==> src/rtl/rxr_pkg.sv <==
package rxr_pkg;
  localparam int OWN_POS   = 0;
  localparam int WRAP_POS  = 1;
  localparam int FIRST_POS = 14;
  localparam int LAST_POS  = 15;
  localparam int LEN_BITS  = 14;

  typedef enum logic [2:0] {
    ST_IDLE,
    ST_RDREQ,
    ST_RDWAIT,
    ST_FILL,
    ST_STAT,
    ST_OWN,
    ST_SKIP
  } rxr_state_e;

  function automatic logic [31:0] rxr_status(input logic first,
                                             input logic last,
                                             input logic [LEN_BITS-1:0] len);
    logic [31:0] s;
    s = '0;
    s[LEN_BITS-1:0] = len;
    s[FIRST_POS] = first;
    s[LAST_POS] = last;
    return s;
  endfunction
endpackage

==> src/rtl/rxr_ring_ptr.sv <==
module rxr_ring_ptr #(
  parameter int MAX_RING = 32
) (
  input  logic        clk,
  input  logic        rst_n,
  input  logic        advance,
  input  logic        wrap,
  input  logic [31:0] base,
  output logic [31:0] desc_addr
);
  localparam int IDX_W = (MAX_RING > 1) ? $clog2(MAX_RING) : 1;
  localparam logic [IDX_W-1:0] IDX_LAST = IDX_W'(MAX_RING - 1);

  logic [IDX_W-1:0] idx_q;
  logic [IDX_W-1:0] idx_n;

  always_comb begin
    idx_n = idx_q;
    if (advance) begin
      if (wrap || (idx_q == IDX_LAST)) idx_n = '0;
      else                             idx_n = idx_q + 1'b1;
    end
  end

  always_ff @(posedge clk or negedge rst_n) begin
    if (!rst_n)       idx_q <= '0;
    else if (advance) idx_q <= idx_n;
  end

  assign desc_addr = base + {{(29-IDX_W){1'b0}}, idx_q, 3'b000};
endmodule

==> src/rtl/rxr_pack.sv <==
module rxr_pack (
  input  logic        clk,
  input  logic        rst_n,
  input  logic        take,
  input  logic [1:0]  lane,
  input  logic [7:0]  din,
  input  logic        flush,
  output logic [31:0] word_o,
  output logic [3:0]  be_o
);
  logic [31:0] acc_q, acc_n;
  logic [3:0]  be_q, be_n;

  always_comb begin
    word_o = acc_q;
    be_o   = be_q;
    if (take) begin
      word_o[{lane, 3'b000} +: 8] = din;
      be_o[lane] = 1'b1;
    end
  end

  always_comb begin
    acc_n = word_o;
    be_n  = be_o;
    if (flush) begin
      acc_n = '0;
      be_n  = '0;
    end
  end

  always_ff @(posedge clk or negedge rst_n) begin
    if (!rst_n) begin
      acc_q <= '0;
      be_q  <= '0;
    end else if (take) begin
      acc_q <= acc_n;
      be_q  <= be_n;
    end
  end
endmodule

==> src/rtl/rxr_ctrl.sv <==
module rxr_ctrl
  import rxr_pkg::*;
#(
  parameter int BUF_BYTES = 1536
) (
  input  logic        clk,
  input  logic        rst_n,
  input  logic        in_valid,
  input  logic        in_sof,
  input  logic        in_eof,
  output logic        in_ready,
  input  logic [31:0] desc_addr,
  output logic        adv,
  output logic        wrap_o,
  output logic        pk_take,
  output logic [1:0]  pk_lane,
  output logic        pk_flush,
  input  logic [31:0] pk_word,
  input  logic [3:0]  pk_be,
  output logic        mem_req,
  output logic        mem_we,
  output logic [31:0] mem_addr,
  output logic [3:0]  mem_be,
  output logic [31:0] mem_wdata,
  input  logic [31:0] mem_rdata,
  output logic        rx_done,
  output logic        rx_ovf
);
  localparam int OFF_W = $clog2(BUF_BYTES);
  localparam logic [OFF_W-1:0] OFF_LAST = OFF_W'(BUF_BYTES - 1);

  rxr_state_e          st_q, st_n;
  logic [31:0]         desc_q, desc_n;
  logic [OFF_W-1:0]    off_q, off_n;
  logic [LEN_BITS-1:0] flen_q, flen_n;
  logic                first_q, first_n;
  logic                last_q, last_n;
  logic                take;
  logic [31:0]         buf_base;

  assign take     = in_valid && in_ready;
  assign buf_base = desc_q & 32'hFFFF_FFFC;
  assign wrap_o   = desc_q[WRAP_POS];
  assign pk_lane  = off_q[1:0];

  always_comb begin
    st_n      = st_q;
    desc_n    = desc_q;
    off_n     = off_q;
    flen_n    = flen_q;
    first_n   = first_q;
    last_n    = last_q;
    in_ready  = 1'b0;
    adv       = 1'b0;
    pk_take   = 1'b0;
    pk_flush  = 1'b0;
    mem_req   = 1'b0;
    mem_we    = 1'b0;
    mem_addr  = desc_addr;
    mem_be    = 4'h0;
    mem_wdata = '0;
    rx_done   = 1'b0;
    rx_ovf    = 1'b0;
    unique case (st_q)
      ST_IDLE: begin
        in_ready = !in_sof;
        first_n  = 1'b1;
        last_n   = 1'b0;
        flen_n   = '0;
        if (in_valid && in_sof) st_n = ST_RDREQ;
      end
      ST_RDREQ: begin
        mem_req  = 1'b1;
        mem_addr = desc_addr;
        st_n     = ST_RDWAIT;
      end
      ST_RDWAIT: begin
        if (mem_rdata[OWN_POS]) begin
          rx_ovf = 1'b1;
          st_n   = ST_SKIP;
        end else begin
          desc_n = mem_rdata;
          off_n  = '0;
          st_n   = ST_FILL;
        end
      end
      ST_FILL: begin
        in_ready = 1'b1;
        if (take) begin
          pk_take  = 1'b1;
          pk_flush = (off_q[1:0] == 2'd3) || in_eof || (off_q == OFF_LAST);
          if (pk_flush) begin
            mem_req   = 1'b1;
            mem_we    = 1'b1;
            mem_addr  = buf_base + (32'(off_q) & 32'hFFFF_FFFC);
            mem_be    = pk_be;
            mem_wdata = pk_word;
          end
          off_n  = off_q + 1'b1;
          flen_n = flen_q + 1'b1;
          if (in_eof) begin
            last_n = 1'b1;
            st_n   = ST_STAT;
          end else if (off_q == OFF_LAST) begin
            last_n = 1'b0;
            st_n   = ST_STAT;
          end
        end
      end
      ST_STAT: begin
        mem_req   = 1'b1;
        mem_we    = 1'b1;
        mem_addr  = desc_addr + 32'd4;
        mem_be    = 4'hF;
        mem_wdata = rxr_status(first_q, last_q, last_q ? flen_q : '0);
        st_n      = ST_OWN;
      end
      ST_OWN: begin
        mem_req   = 1'b1;
        mem_we    = 1'b1;
        mem_addr  = desc_addr;
        mem_be    = 4'hF;
        mem_wdata = desc_q | 32'h1;
        adv       = 1'b1;
        if (last_q) begin
          rx_done = 1'b1;
          st_n    = ST_IDLE;
        end else begin
          first_n = 1'b0;
          st_n    = ST_RDREQ;
        end
      end
      ST_SKIP: begin
        in_ready = 1'b1;
        if (take && in_eof) st_n = ST_IDLE;
      end
      default: st_n = ST_IDLE;
    endcase
  end

  always_ff @(posedge clk or negedge rst_n) begin
    if (!rst_n) begin
      st_q    <= ST_IDLE;
      desc_q  <= '0;
      off_q   <= '0;
      flen_q  <= '0;
      first_q <= 1'b1;
      last_q  <= 1'b0;
    end else begin
      st_q    <= st_n;
      desc_q  <= desc_n;
      off_q   <= off_n;
      flen_q  <= flen_n;
      first_q <= first_n;
      last_q  <= last_n;
    end
  end
endmodule

==> src/rtl/rxring_writer.sv <==
module rxring_writer #(
  parameter int BUF_BYTES = 1536,
  parameter int MAX_RING  = 32
) (
  input  logic        clk,
  input  logic        rst_n,
  input  logic [31:0] ring_base,
  input  logic        in_valid,
  input  logic [7:0]  in_data,
  input  logic        in_sof,
  input  logic        in_eof,
  output logic        in_ready,
  output logic        mem_req,
  output logic        mem_we,
  output logic [31:0] mem_addr,
  output logic [3:0]  mem_be,
  output logic [31:0] mem_wdata,
  input  logic [31:0] mem_rdata,
  output logic        rx_done,
  output logic        rx_ovf
);
  logic [31:0] desc_addr;
  logic        adv;
  logic        wrap;
  logic        pk_take;
  logic [1:0]  pk_lane;
  logic        pk_flush;
  logic [31:0] pk_word;
  logic [3:0]  pk_be;

  rxr_ring_ptr #(.MAX_RING(MAX_RING)) u_ptr (
    .clk       (clk),
    .rst_n     (rst_n),
    .advance   (adv),
    .wrap      (wrap),
    .base      (ring_base),
    .desc_addr (desc_addr)
  );

  rxr_pack u_pack (
    .clk    (clk),
    .rst_n  (rst_n),
    .take   (pk_take),
    .lane   (pk_lane),
    .din    (in_data),
    .flush  (pk_flush),
    .word_o (pk_word),
    .be_o   (pk_be)
  );

  rxr_ctrl #(.BUF_BYTES(BUF_BYTES)) u_ctrl (
    .clk       (clk),
    .rst_n     (rst_n),
    .in_valid  (in_valid),
    .in_sof    (in_sof),
    .in_eof    (in_eof),
    .in_ready  (in_ready),
    .desc_addr (desc_addr),
    .adv       (adv),
    .wrap_o    (wrap),
    .pk_take   (pk_take),
    .pk_lane   (pk_lane),
    .pk_flush  (pk_flush),
    .pk_word   (pk_word),
    .pk_be     (pk_be),
    .mem_req   (mem_req),
    .mem_we    (mem_we),
    .mem_addr  (mem_addr),
    .mem_be    (mem_be),
    .mem_wdata (mem_wdata),
    .mem_rdata (mem_rdata),
    .rx_done   (rx_done),
    .rx_ovf    (rx_ovf)
  );
endmodule

==> config.mk <==
export PLATFORM = sky130hd
export DESIGN_NAME = rxring_writer
export DESIGN_NICKNAME = d
export VERILOG_FILES = /design/src/rtl/rxr_pkg.sv /design/src/rtl/rxr_ring_ptr.sv /design/src/rtl/rxr_pack.sv /design/src/rtl/rxr_ctrl.sv /design/src/rtl/rxring_writer.sv
export SDC_FILE = /design/constraint.sdc
export NUM_CORES = 1
export LEC_CHECK = 0
export BUFFER_PORTS_ARGS = -buffer_cell sky130_fd_sc_hd__buf_4
export CORE_ASPECT_RATIO = 0.75
export CORE_MARGIN = 3
export CORE_UTILIZATION = 60
export CTS_CLUSTER_DIAMETER = 40
export DETAILED_ROUTE_END_ITERATION = 12
export PLACE_DENSITY = 0.95
export SYNTH_ARGS = -nofsm -noshare
export SYNTH_HDL_FRONTEND = slang
export SYNTH_SLANG_ARGS = --single-unit
==> constraint.sdc <==
create_clock -name clk -period 6.5 [get_ports clk]
set_input_delay 0 -clock clk [delete_from_list [all_inputs] [get_ports clk]]
set_output_delay 0 -clock clk [all_outputs]
set_load 0.05 [all_outputs]
After elaboration in Yosys (flattened, before gate mapping). Cells that the tools add are included.

$add $sub $neg: 7. Magnitude comparators: 2. Equal/unequal tests: 15. Shifts and indexed selects: 2. Mux-type cells: 51. Bitwise operators: 2. Reduce and logical (&&, ||, !) cells: 21.

Operators by type and width (number): 32-bit 2-to-1 mux (6); 32-bit one-hot mux with 3 select lines (1); 32-bit one-hot mux with 2 select lines (1); 32-bit by 11-bit adder with 32-bit output (1); 32-bit by 3-bit adder with 32-bit output, second input constant (1); 32-bit by 8-bit adder with 32-bit output (1); 32-bit bitwise mux (1); 8-bit by 7-bit variable shift with 32-bit output, first input constant (1); 8-bit by 7-bit indexed part select with 32-bit output (1); 14-bit 2-to-1 mux (2); 14-bit one-hot mux with 2 select lines (1); 11-bit 2-to-1 mux (2); 11-bit one-hot mux with 2 select lines (1); 3-bit one-hot mux with 7 select lines (1); 3-bit 2-to-1 mux (6); 1-bit 2-to-1 mux (17); 4-bit 2-to-1 mux (4); 14-bit by 1-bit adder with 14-bit output, second input constant (1); 11-bit by 1-bit adder with 11-bit output, second input constant (1); 11-bit equality test, second input constant (1); 1-bit one-hot mux with 2 select lines (5); 3-bit equality test, second input constant (3); 4-bit one-hot mux with 2 select lines (1); 5-bit negator with 7-bit output (1); 24 further kinds (39).

Bits in registers: 102. Input bits: 77. Output and inout bits: 73. Logic and storage cells: 109.

Logic depth before layout (Yosys ltp). Gate-level depths: netlist (run 1).

Word-level depth: 10. Mapped depth: 12.

By module. A second synthesis (run 1) with hierarchy kept.

Cell total of the unflattened synthesis: 933. Area total of the unflattened synthesis: 7891.3 µm².

By module, submodules not included: rxr_ctrl (times used 1, cells an instance 610, area an instance 4979.8 µm²); rxr_pack (times used 1, cells an instance 196, area an instance 1905.6 µm²); rxr_ring_ptr (times used 1, cells an instance 127, area an instance 1006.0 µm²).

Worst setup path before layout (run 1). OpenSTA, ideal clock, no wires.

Kind: reg2out. Start point: reg u_ctrl.st_q[1]. End point: out mem_be[1]. Arrival: 3.765 ns. Required time: 6.500 ns. Slack: 2.735 ns. Stages on the path, launching flop included: 9. Path buffers: 3. Cell sequence: dfrtp_1 > or3_1 > o21ai_1 > and3_1 > clkbuf_1 > nand2_1 > clkbuf_1 > clkbuf_1 > o21ai_0.

Word-level cells in the longest chain between the ends: 10. Elaborated cells between the ends (all ways): 15. Those cells by class: eq/ne: 4; mux: 7; reduce/logical: 4.

Ends and longest elaborated chain: start: declaration (RTL line rxr_ctrl.sv:32) `rxr_state_e st_q, st_n;`; start signal: assignment (RTL line rxr_ctrl.sv:150) `st_q <= st_n;`; 3-bit by 2-bit equality test with 1-bit output or 3-bit equality test (tied branches) (RTL line rxr_ctrl.sv:64) `unique case (st_q)`; 2-bit OR reduction (no source line); 1-bit one-hot mux with 2 select lines (*) (RTL line rxr_ctrl.sv:64); via in_ready (RTL line rxring_writer.sv:12) `output logic in_ready,`; 1-bit logical AND (*) (RTL line rxr_ctrl.sv:41) `assign take = in_valid && in_ready;`; 1-bit 2-to-1 mux (RTL line rxr_ctrl.sv:89) `if (take) begin`; 1-bit 2-to-1 mux (RTL line rxr_ctrl.sv:64); 4-bit 2-to-1 mux (RTL line rxr_pack.sv:17) `if (take) begin`; 4-bit 2-to-1 mux (RTL line rxr_ctrl.sv:92) `if (pk_flush) begin`; 4-bit 2-to-1 mux (*) (RTL line rxr_ctrl.sv:89); 4-bit one-hot mux with 2 select lines (*) (RTL line rxr_ctrl.sv:64); end: declaration (RTL line rxring_writer.sv:16) `output logic [3:0] mem_be,`.

Mark *: on every way through the listed nets, which the timed path passes. The rest lies on a longest branch.

Worst setup path in the final report (run 1).
Start point: reg u_ptr.idx_q[0]. End point: out mem_addr[26].

Word-level cells in the longest chain between the ends: 4. Elaborated cells between the ends (all ways): 5. Those cells by class: add/sub: 2; mux: 3.

Ends and longest elaborated chain: start: declaration (RTL line rxr_ring_ptr.sv:14) `logic [IDX_W-1:0] idx_q;`; start signal: assignment (RTL line rxr_ring_ptr.sv:27) `else if (advance) idx_q <= idx_n;`; 32-bit by 8-bit adder with 32-bit output (*) (RTL line rxr_ring_ptr.sv:30) `assign desc_addr = base + {{(29-IDX_W){1'b0}}, idx_q, 3'b000};`; branches (longest 2 deep; another with 32-bit by 3-bit adder with 32-bit output); 32-bit one-hot mux with 2 select lines (*) (RTL line rxr_ctrl.sv:64); end: declaration (RTL line rxring_writer.sv:15) `output logic [31:0] mem_addr,`.

Every way passes the cells marked *.

==> results of run 1 <==
cells by family (layout without fill, tap and decap cells):
family                     after synthesis  in the layout  share of synthesized area [%]
xor gates and xnor gates                77             77                           8.93
adders and majority gates               28             28                           4.61
AOI/OAI and AO/OA                      249            249                           21.1
DFF                                    102            102                           32.2
muxes                                   34             34                           4.75
and+or+nand+nor                        392            392                           25.5
buffers and inverters                   59            228                           2.86
critical path: cells and delay by family (launching register included):
family          cells  cell delay, ns
simple gates        4            1.35
compound gates      2            0.74
fa+ha+maj           2            0.68
xor+xnor            2            0.59
flops               1            0.42
buf+inv             1            0.19
what timing repair did:
item / in CTS / in global routing
hold buffers: 42 / 0
setup buffers: 0 / 0
resized for setup: 0 / 0
setup endpoints to repair: 0 / 0
hold endpoints to repair: 88 / 0
routing by layer:
metal / global-route usage [%] / vias up
met2: 59.1 / 709
met1: 52.4 / 4177
met4: 13.3 / 0
met5: 0 / -
li1: - / 3807
met3: 8.53 / 140
path summary, 6_finish.rpt:
| kind | to | slack, ns | cells after the start |
|---|---|---|---|
| worst max-delay path | mem_addr[26] | 2.16 | 11 |
| worst min-delay path | u_ctrl.desc_q[2]$_DFFE_PN0P_ | 0.07 | 2 |
| worst max register to register | u_ctrl.off_q[10]$_DFFE_PN0P_ | 3.01 | 6 |
| worst min register to register | u_ctrl.first_q$_DFFE_PN1P_ | 0.49 | 2 |
| max in group asynchronous | u_ctrl.desc_q[30]$_DFFE_PN0P_ | 5.11 | 3 |
| min in group clk | u_ctrl.st_q[0]$_DFFE_PN0P_ | 0.12 | 4 |
synth_stat cells (all sizes together) (4+ instances only):
cell    number  area share (%)
ha          26             4.1
or2          5            0.39
and4         6            0.66
a221o       19             2.4
or3          7            0.55
xor2        40             4.4
nand4       27             2.2
xnor2       37             4.5
nand2b       6            0.47
and2        11            0.87
o21ai       75             4.8
inv         15            0.71
a31oi        6            0.47
nor4         5            0.96
a22oi        6            0.57
nor2b        5            0.39
nand3       49             3.2
o21bai       4            0.38
a22o        35             3.9
nor3b        6            0.63
o211ai      12             1.2
mux2i        5            0.63
o221ai      10             1.1
dfrtp      101              32
mux2        29             4.1
nor2        86             4.2
o21a         5            0.57
buf          4            0.25
a21oi       60             3.8
nor3        21             1.4
and3        49             3.9
nand2      101             4.9
clkbuf      40             1.9
flip-flops by register name, indices dropped and copies added, names as in the netlist:
name and count:
u_pack.be_q 4, u_ctrl.first_q 1, u_ctrl.desc_q 31, u_ctrl.off_q 11, u_ctrl.last_q 1, u_pack.acc_q 32, u_ctrl.st_q 3, u_ptr.idx_q 5
u_ctrl.flen_q 14
placed cells by master (no fill, tap or decap), drive strengths merged, types with 35 or more instances in the layout:
cell type    instances
nand2              101
o21ai               75
xor2                40
dlygate4sd3         42
a22o                35
and3                49
a21oi               60
buf                155
xnor2               37
dfrtp              101
nand3               49
nor2                86
power by group:
part	internal, mW	switching, mW	leakage (nW)
Combinational	0.640	1.21	2.87
Clock	0.277	0.260	0.146
Sequential	0.804	0.276	1.34
Total	1.72	1.75	4.35
layout make-up:
type	count	share of cell area [%]
clock buffer	10	2.43
tap	166	2.11
clock inverter	6	0.521
inverter	15	0.572
timing repair buffer	197	16.1
sequential	102	25.9
multi-input combinational	780	52.4
==> impl_metrics.py, run 1 <==
metrics = {
    "run_status": {
        "status": "finished, final reports clean",
    },
    "yosys": {
        "synth_flop_cell": "dfrtp_1",
        "synth_cell_types": 68,
        "syn_nets": 1046,
        "synthCells": 941,
        "async_reset_ff_share_pct": 100,
        "synth-edff-count": 0,
        "yosysSeqAreaShare_pct": 32.2,
        "yosysWarnings": 0,
        "synth.ff_latch_count": 102,
        "syn_avg_cell_area_sq_um": 8.42,
        "syn_area_sq_um": 7930,
    },
    "timing": {
        "max_slew_margin_pct": 21.6,
        "hold_viol_final": 0,
        "slew_viol_final": 0,
        "rsz0062_at_grt": "false",
        "hold_slack_ns": 0.0736,
        "worstMarginPinSlew_ns": 1.17,
        "timing.fmax_mhz": 231,
        "setup_viol": 0,
        "period_needed_ns": 4.34,
        "finClkSkew_ns": 0.00792,
        "fin_setup_tns_ns": 0,
        "period_share_pct": 66.7,
        "finalWorstSetupSlack_ns": 2.16,
    },
    "setup_path": {
        "crit_type": "reg -> out",
        "startpoint": "u_ptr.idx_q[0]$_DFFE_PN0N_",
        "start_kind": "flop",
        "cp-end-kind": "primary output",
        "r2r_start": "u_ctrl.st_q[2]$_DFFE_PN0P_",
        "worstPathArrival_ns": 4.34,
        "cp_cell_sequence": "ha_1 > fa_1 > a211oi_2 > nor2_1 > xor2_1 > nand4b_1 > nor4_1 > nand4_1 > xnor2_1 > a221o_1 > buf_4",
        "cp.required_ns": 6.50,
        "worstPathMaxFanout": 7,
        "cp_slowest_cell": "nor4_1",
        "critPathMaxStageDelay_ns": 0.69,
    },
    "placed_design": {
        "portBuffers": 149,
        "dpl.cell_count": 1218,
        "placed_cell_area_sq_um": 9140,
        "gp_congestion": 0.954,
        "detailedPlace.worstSlack_ns": 2.66,
        "hpwl_mm": 19.7,
    },
    "power": {
        "leakage_nw": 4.35,
        "power_mw": 3.47,
        "irDropWorstVdd_mv": 0.497,
        "powerDensity_nw_per_um2": 352,
    },
    "route": {
        "drtAntennaViolNets": 0,
        "dr.first_iter.drc_count": 1373,
        "route.met2.wl_mm": 12.5,
        "dr.pass1.iters": 6,
        "totalWireLength_mm": 28.3,
        "drc": 0,
        "wl_per_cell_microns": 22.2,
        "wl_met3_mm": 3.58,
        "num_vias": 8833,
        "routed.top_layer": "met4",
        "viasPerCell": 6.92,
        "wl_met1_mm": 11.0,
    },
    "final_layout": {
        "fin_util_pct": 78.1,
        "fin_nets": 1210,
        "n_antenna_cell": 0,
        "drive_gt1_share_pct": 21.0,
        "multi_input_area_sq_um": 5160,
        "stdcell_count": 1276,
        "seqCellArea_sq_um": 2550,
        "fin_area_sq_um": 9850,
        "fill_cells": 833,
        "syn2layout_area_growth_pct": 24.2,
    },
    "floorplan": {
        "rows": 35,
        "coreArea_sq_um": 12600,
        "ios": 150,
        "dieArea_sq_um": 14600,
        "die_width_microns": 139,
        "die_h_microns": 106,
        "start_util_pct": 62.8,
    },
    "grt": {
        "grt_max_degree": 79,
        "grt_pass1_wl_mm": 44.7,
        "grt.overflow.total": 0,
        "grt_usage_pct": 37.9,
        "grt_pass1_vias": 8228,
        "grt_antenna_before_repair": 0,
    },
    "clocking": {
        "cts_tree": "yes",
        "root_buffer": "clkbuf_16",
        "clk_pin_slew_ns": 0.07,
        "htree_levels": 3,
        "cts_buffer_depth": 2,
        "cts_sinks": 102,
        "cts_made_buffers": 9,
        "clk_latency_ns": 0.36,
    },
    "job": {
        "drv_cap": 0,
    },
    "min_path": {
        "hold_class": "in -> async",
    },
}
Note: power is estimated with default switching activity, not from simulation.
==> inputs of run 2 (changes only) <==
Settings changed: CORE_UTILIZATION 60 to 57, PLACE_DENSITY 0.95 to 0.93.
Clock period 6.5 ns to 4.4 ns, I/O delays scaled along.
==> run 2 against run 1 <==
Compared with the run above: first-iteration DRC count fell by 19%; clock power increased by 78%; sequential cell count did not move; largest power group unchanged; combinational power grew 45%; die area increased by 5.0%; clock skew shrank 0.0015 ns; cell count up 0.47%; power up 50%; critical path depth grew 1; highest routed layer unchanged; non-clock buffer count is 1 higher.
==> impl_metrics.py, run 2 (synthesis gave the netlist of run 1 again) <==
metrics = {
    "final_layout": {
        "fin_nets": 1211,
        "syn2layout_area_growth_pct": 25.4,
        "largest_register": "u_pack.acc_q",
        "seqCellArea_sq_um": 2550,
        "fin_util_pct": 74.8,
        "final_cell_mix": "buf_4, dfrtp_1, nand2_1",
        "top_regs": "u_pack.acc_q x32, u_ctrl.desc_q x31, u_ctrl.flen_q x14",
        "n_antenna_cell": 0,
        "fill_cells": 937,
        "fin_area_sq_um": 9940,
        "final_common_cell": "buf_4",
        "multi_input_area_sq_um": 5170,
        "stdcell_count": 1282,
        "largest_register_ffs": 32,
        "drive_gt1_share_pct": 21.2,
    },
    "clocking": {
        "cts_made_buffers": 9,
        "clk_latency_ns": 0.35,
        "cts_tree": "yes",
        "htree_levels": 3,
        "root_buffer": "clkbuf_16",
        "cts_buffer_depth": 2,
        "clk_pin_slew_ns": 0.07,
        "cts_setup_buffers": 0,
        "cts_sinks": 102,
    },
    "job": {
        "drv_cap": 0,
    },
    "floorplan": {
        "rows": 36,
        "ios": 150,
        "die_width_microns": 142,
        "coreArea_sq_um": 13300,
        "start_util_pct": 59.7,
        "dieArea_sq_um": 15400,
        "die_h_microns": 108,
    },
    "timing": {
        "fin_setup_tns_ns": 0,
        "setup_viol": 0,
        "period_needed_ns": 4.03,
        "period_share_pct": 91.5,
        "rsz0062_at_grt": "false",
        "timing.fmax_mhz": 248,
        "worstMarginPinSlew_ns": 1.22,
        "finClkSkew_ns": 0.00643,
        "max_slew_margin_pct": 18.5,
        "slew_viol_final": 0,
        "hold_viol_final": 0,
        "finalWorstSetupSlack_ns": 0.374,
    },
    "route": {
        "viasPerCell": 6.59,
        "wl_per_cell_microns": 20.5,
        "drtAntennaViolNets": 0,
        "num_vias": 8449,
        "totalWireLength_mm": 26.3,
        "drc": 0,
        "dr.first_iter.drc_count": 1116,
        "dr.pass1.iters": 5,
    },
    "grt": {
        "grt_max_degree": 66,
        "grt_pass1_wl_mm": 41.9,
        "grt_pass1_vias": 8014,
        "grt_usage_pct": 34.2,
        "grt_antenna_before_repair": 0,
        "grt.overflow.total": 0,
    },
    "placed_design": {
        "hpwl_mm": 18.6,
        "gp_congestion": 0.944,
        "dpl.cell_count": 1224,
        "portBuffers": 149,
        "placed_cell_area_sq_um": 9150,
        "detailedPlace.worstSlack_ns": 0.688,
    },
    "setup_path": {
        "r2r_slack_ns": 1.35,
        "worstPathMaxFanout": 6,
        "cp.required_ns": 4.40,
        "crit_type": "reg -> out",
        "worstPathArrival_ns": 4.03,
        "start_kind": "flop",
        "cp-end-kind": "primary output",
    },
    "power": {
        "leakage_nw": 4.38,
        "powerDensity_nw_per_um2": 525,
        "irDropWorstVdd_mv": 0.321,
    },
    "min_path": {
        "hold_class": "in -> reg",
    },
    "run_status": {
        "status": "finished, final reports clean",
    },
}
-- run 2: through the flow --
step           total power [mW]  hold WS, ns
2_1_floorplan              3.32       -0.296
3_3_place_gp               4.08        0.146
3_5_place_dp               4.14        0.147
4_1_cts                    5.14       0.0978
5_1_grt                    5.46        0.140
6_report                   5.22        0.101
-- run 2: metal layers --
layer,global-route usage (%),routed length [microns],up-vias
li1,-,-,3808
met1,46.8,10600,3983
met2,52.6,11700,576
met3,8.62,3050,82
met4,13.1,994,0
met5,0,0,-
-- run 2: what timing repair did --
action,CTS,global route
hold buffers,42,0
resized for setup,0,2
endpoints found under the hold margin,128,0
setup endpoints to repair,0,3
-- run 2: worst paths after layout --
check                                            start                            end  cells after the start
setup / recovery            u_ptr.idx_q[0]$_DFFE_PN0N_                   mem_addr[31]                     12
hold / removal                            mem_rdata[0]     u_ctrl.st_q[2]$_DFFE_PN0P_                      5
setup reg to reg           u_ctrl.off_q[0]$_DFFE_PN0P_   u_pack.acc_q[10]$_DFFE_PN0P_                      5
hold reg to reg             u_ctrl.first_q$_DFFE_PN1P_     u_ctrl.first_q$_DFFE_PN1P_                      2
max in group asynchronous                        rst_n  u_ctrl.desc_q[19]$_DFFE_PN0P_                      3
min in group asynchronous                        rst_n   u_ctrl.flen_q[4]$_DFFE_PN0P_                      2
-- run 2: where the power goes --
group,switching (mW),total [mW],internal [mW]
registers,0.387,1.58,1.19
logic,1.75,2.69,0.942
clock network,0.378,0.955,0.577
total,2.51,5.22,2.71
-- run 2: final cells by class --
class,count,share of cell area [%]
clock buffer,10,2.40
clock inverter,6,1.18
inverter,15,0.566
multi-input combinational,780,52.0
sequential,102,25.7
tap,171,2.15
timing repair buffer,198,16.0
-- run 2: critical path, cell delays in order, from the launching register on --
cell and delay (ns):
dfrtp_1 0.43, ha_1 0.24, fa_1 0.43, a211oi_2 0.41, nor2_1 0.14, xor2_2 0.28
nand3_1 0.25, nor4_4 0.48, nand3_2 0.13, nor2_2 0.16, a41oi_1 0.13, or3b_1 0.38
buf_4 0.20
==> inputs of run 3 (changes only) <==
==> constraint.sdc (replaced) <==
create_clock -name clk -period 4.4 [get_ports clk]
set_input_delay 0.44 -clock clk [delete_from_list [all_inputs] [get_ports clk]]
set_output_delay 0.44 -clock clk [all_outputs]
set_load 0.05 [all_outputs]
==> run 3 against run 2 <==
Compared with the run above: combinational power is essentially flat; die area is the same; maximum frequency fell by 4.9%; sequential cell count is the same; design area down 3.8%; sequential power about the same; setup slack worse by 0.21 ns; register-to-register slack improved by 0.17 ns; core utilization down 2.8 points; sequential share of layout area up 1.0 points; worst hold slack better by 0.070 ns; clock-buffer cell count stayed put.
==> impl_metrics.py, run 3 (synthesis gave the netlist of run 1 again) <==
metrics = {
    "setup_path": {
        "worstPathMaxFanout": 10,
        "cp_cell_sequence": "ha_1 > fa_2 > a211oi_4 > o21ai_2 > a31oi_1 > o221ai_1 > nor3b_2 > buf_4 > and2_1 > nand4_1 > xnor2_1 > a221o_1 > buf_4",
        "worstPathArrival_ns": 3.80,
        "r2r_slack_ns": 1.52,
        "critPathMostFrequentCell": "buf_4",
        "start_kind": "flop",
        "cp_slowest_cell": "dfrtp_1",
        "r2r_start": "u_ctrl.off_q[0]$_DFFE_PN0P_",
        "path_delay_family": "compound AO/OA/AOI/OAI gates",
        "r2r-end": "u_pack.acc_q[15]$_DFFE_PN0P_",
        "crit_type": "reg -> out",
        "cp.required_ns": 3.96,
        "r2r_cells": 5,
        "cp_num_buf_inv": 2,
        "cp-end-kind": "primary output",
        "critPathMaxStageDelay_ns": 0.41,
    },
    "run_status": {
        "status": "finished, final reports clean",
    },
    "timing": {
        "worstMarginPinSlew_ns": 1.12,
        "period_share_pct": 96.3,
        "hold_viol_final": 0,
        "finClkSkew_ns": 0.00891,
        "finalWorstSetupSlack_ns": 0.165,
        "max_slew_margin_pct": 24.7,
        "period_needed_ns": 4.24,
        "slew_viol_final": 0,
        "setup_viol": 0,
        "timing.fmax_mhz": 236,
    },
    "grt": {
        "grt_max_degree": 64,
        "grt_antenna_before_repair": 0,
        "grt_pass1_wl_mm": 40.4,
        "grt_usage_pct": 33.0,
        "grt.overflow.total": 0,
        "grt_pass1_vias": 7695,
    },
    "min_path": {
        "hold_class": "in -> async",
    },
    "power": {
        "powerDensity_nw_per_um2": 531,
        "irDropWorstVdd_mv": 0.361,
        "leakage_nw": 4.24,
    },
    "final_layout": {
        "fin_nets": 1181,
        "fin_util_pct": 72.0,
        "top_regs": "u_pack.acc_q x32, u_ctrl.desc_q x31, u_ctrl.flen_q x14",
        "fill_cells": 984,
        "n_antenna_cell": 0,
        "drive_gt1_share_pct": 23.0,
        "largest_register": "u_pack.acc_q",
        "syn2layout_area_growth_pct": 20.7,
        "final_cell_mix": "buf_4, dfrtp_1, nand2_1",
        "largest_register_ffs": 32,
        "final_common_cell": "buf_4",
    },
    "clocking": {
        "clk_latency_ns": 0.35,
        "clk_pin_slew_ns": 0.07,
        "htree_levels": 3,
        "cts_sinks": 102,
        "root_buffer": "clkbuf_16",
        "cts_tree": "yes",
        "cts_made_buffers": 9,
        "cts_buffer_depth": 2,
    },
    "route": {
        "drtAntennaViolNets": 0,
        "viasPerCell": 6.64,
        "dr.first_iter.drc_count": 1071,
        "num_vias": 8317,
        "totalWireLength_mm": 25.6,
        "wl_per_cell_microns": 20.5,
        "dr.pass1.iters": 6,
        "drc": 0,
    },
    "placed_design": {
        "gp_congestion": 0.988,
        "hpwl_mm": 18.8,
        "portBuffers": 149,
        "detailedPlace.worstSlack_ns": 0.243,
    },
    "floorplan": {
        "start_util_pct": 59.7,
        "dieArea_sq_um": 15400,
        "die_h_microns": 108,
        "ios": 150,
        "coreArea_sq_um": 13300,
        "rows": 36,
        "die_width_microns": 142,
    },
    "job": {
        "drv_cap": 0,
    },
}
[run 3: changes by cell type in the layout (fill, tap and decap cells not counted), moves of 2 or more]
cell           before  now
nor2_4              0    2
nor2_2              4    2
bufinv_16           3    0
dlygate4sd3_1      42    0
buf_4             156  167
inv_6               0    2
[run 3: where the power goes]
| part | switching [mW] | internal, mW |
|---|---|---|
| logic | 1.77 | 0.954 |
| clock network | 0.387 | 0.410 |
| registers | 0.374 | 1.19 |
[run 3: layer usage]
layer	up-vias	part of all wire (%)	global-route usage, %
li1	3731	-	-
met1	3880	41	47.1
met2	622	43	49.1
met3	84	13	8.31
met4	0	3.3	11.0
met5	-	0	0
[run 3: worst max path at each step]
stage | from | to | slack, ns | cells past startpoint
after detailed placement | ring_base[3] | mem_addr[26] | 0.24 | 13
after floorplan | ring_base[3] | mem_addr[21] | 0.17 | 10
final | u_ptr.idx_q[0]$_DFFE_PN0N_ | mem_addr[26] | 0.16 | 13
after global placement | ring_base[3] | mem_addr[26] | 0.32 | 13
after global routing | u_ptr.idx_q[0]$_DFFE_PN0N_ | mem_addr[26] | -0.02 | 13
after CTS | u_ptr.idx_q[0]$_DFFE_PN0N_ | mem_addr[26] | 0.05 | 12
[run 3: stage by stage]
step / hold WS (ns) / cells / cell area [sq um] / TNS, ns / power (mW)
finish: 0.171 / 1252 / 9570 / 0 / 5.08
global route: 0.232 / 1252 / 9570 / -0.0222 / 5.33
CTS: 0.206 / 1246 / 9500 / 0 / 5.00
global placement: 0.461 / 1230 / 9200 / 0 / 4.11
detailed placement: 0.473 / 1230 / 9200 / 0 / 4.18
floorplan: 0.144 / 941 / 7930 / 0 / 3.32
[run 3: what timing repair did]
item                       CTS  global route
pin swaps                    0             5
setup endpoints to repair    1            10
hold buffers                 0             0
resized for setup            1             7
buffers inserted             0             6
[run 3: worst reg2reg max path, delay by kind of cell, from the launching register on]
family	cells	cell delay, ns
AO/OA/AOI/OAI	1	0.22
adder cells (fa/ha/maj)	1	0.46
buffers and inverters	1	0.25
flip-flops	1	0.60
AND/OR/NAND/NOR	2	1.28
[run 3: final cells by class]
cell class,count,area (sq um),share of cell area (%)
clock buffers,10,239,2.50
inverters,15,56.3,0.589
repair buffers,168,1260,13.2
well taps,171,214,2.24
flip-flops and latches,102,2550,26.7
clock inverters,6,53.8,0.562
multi-input cells,780,5180,54.2
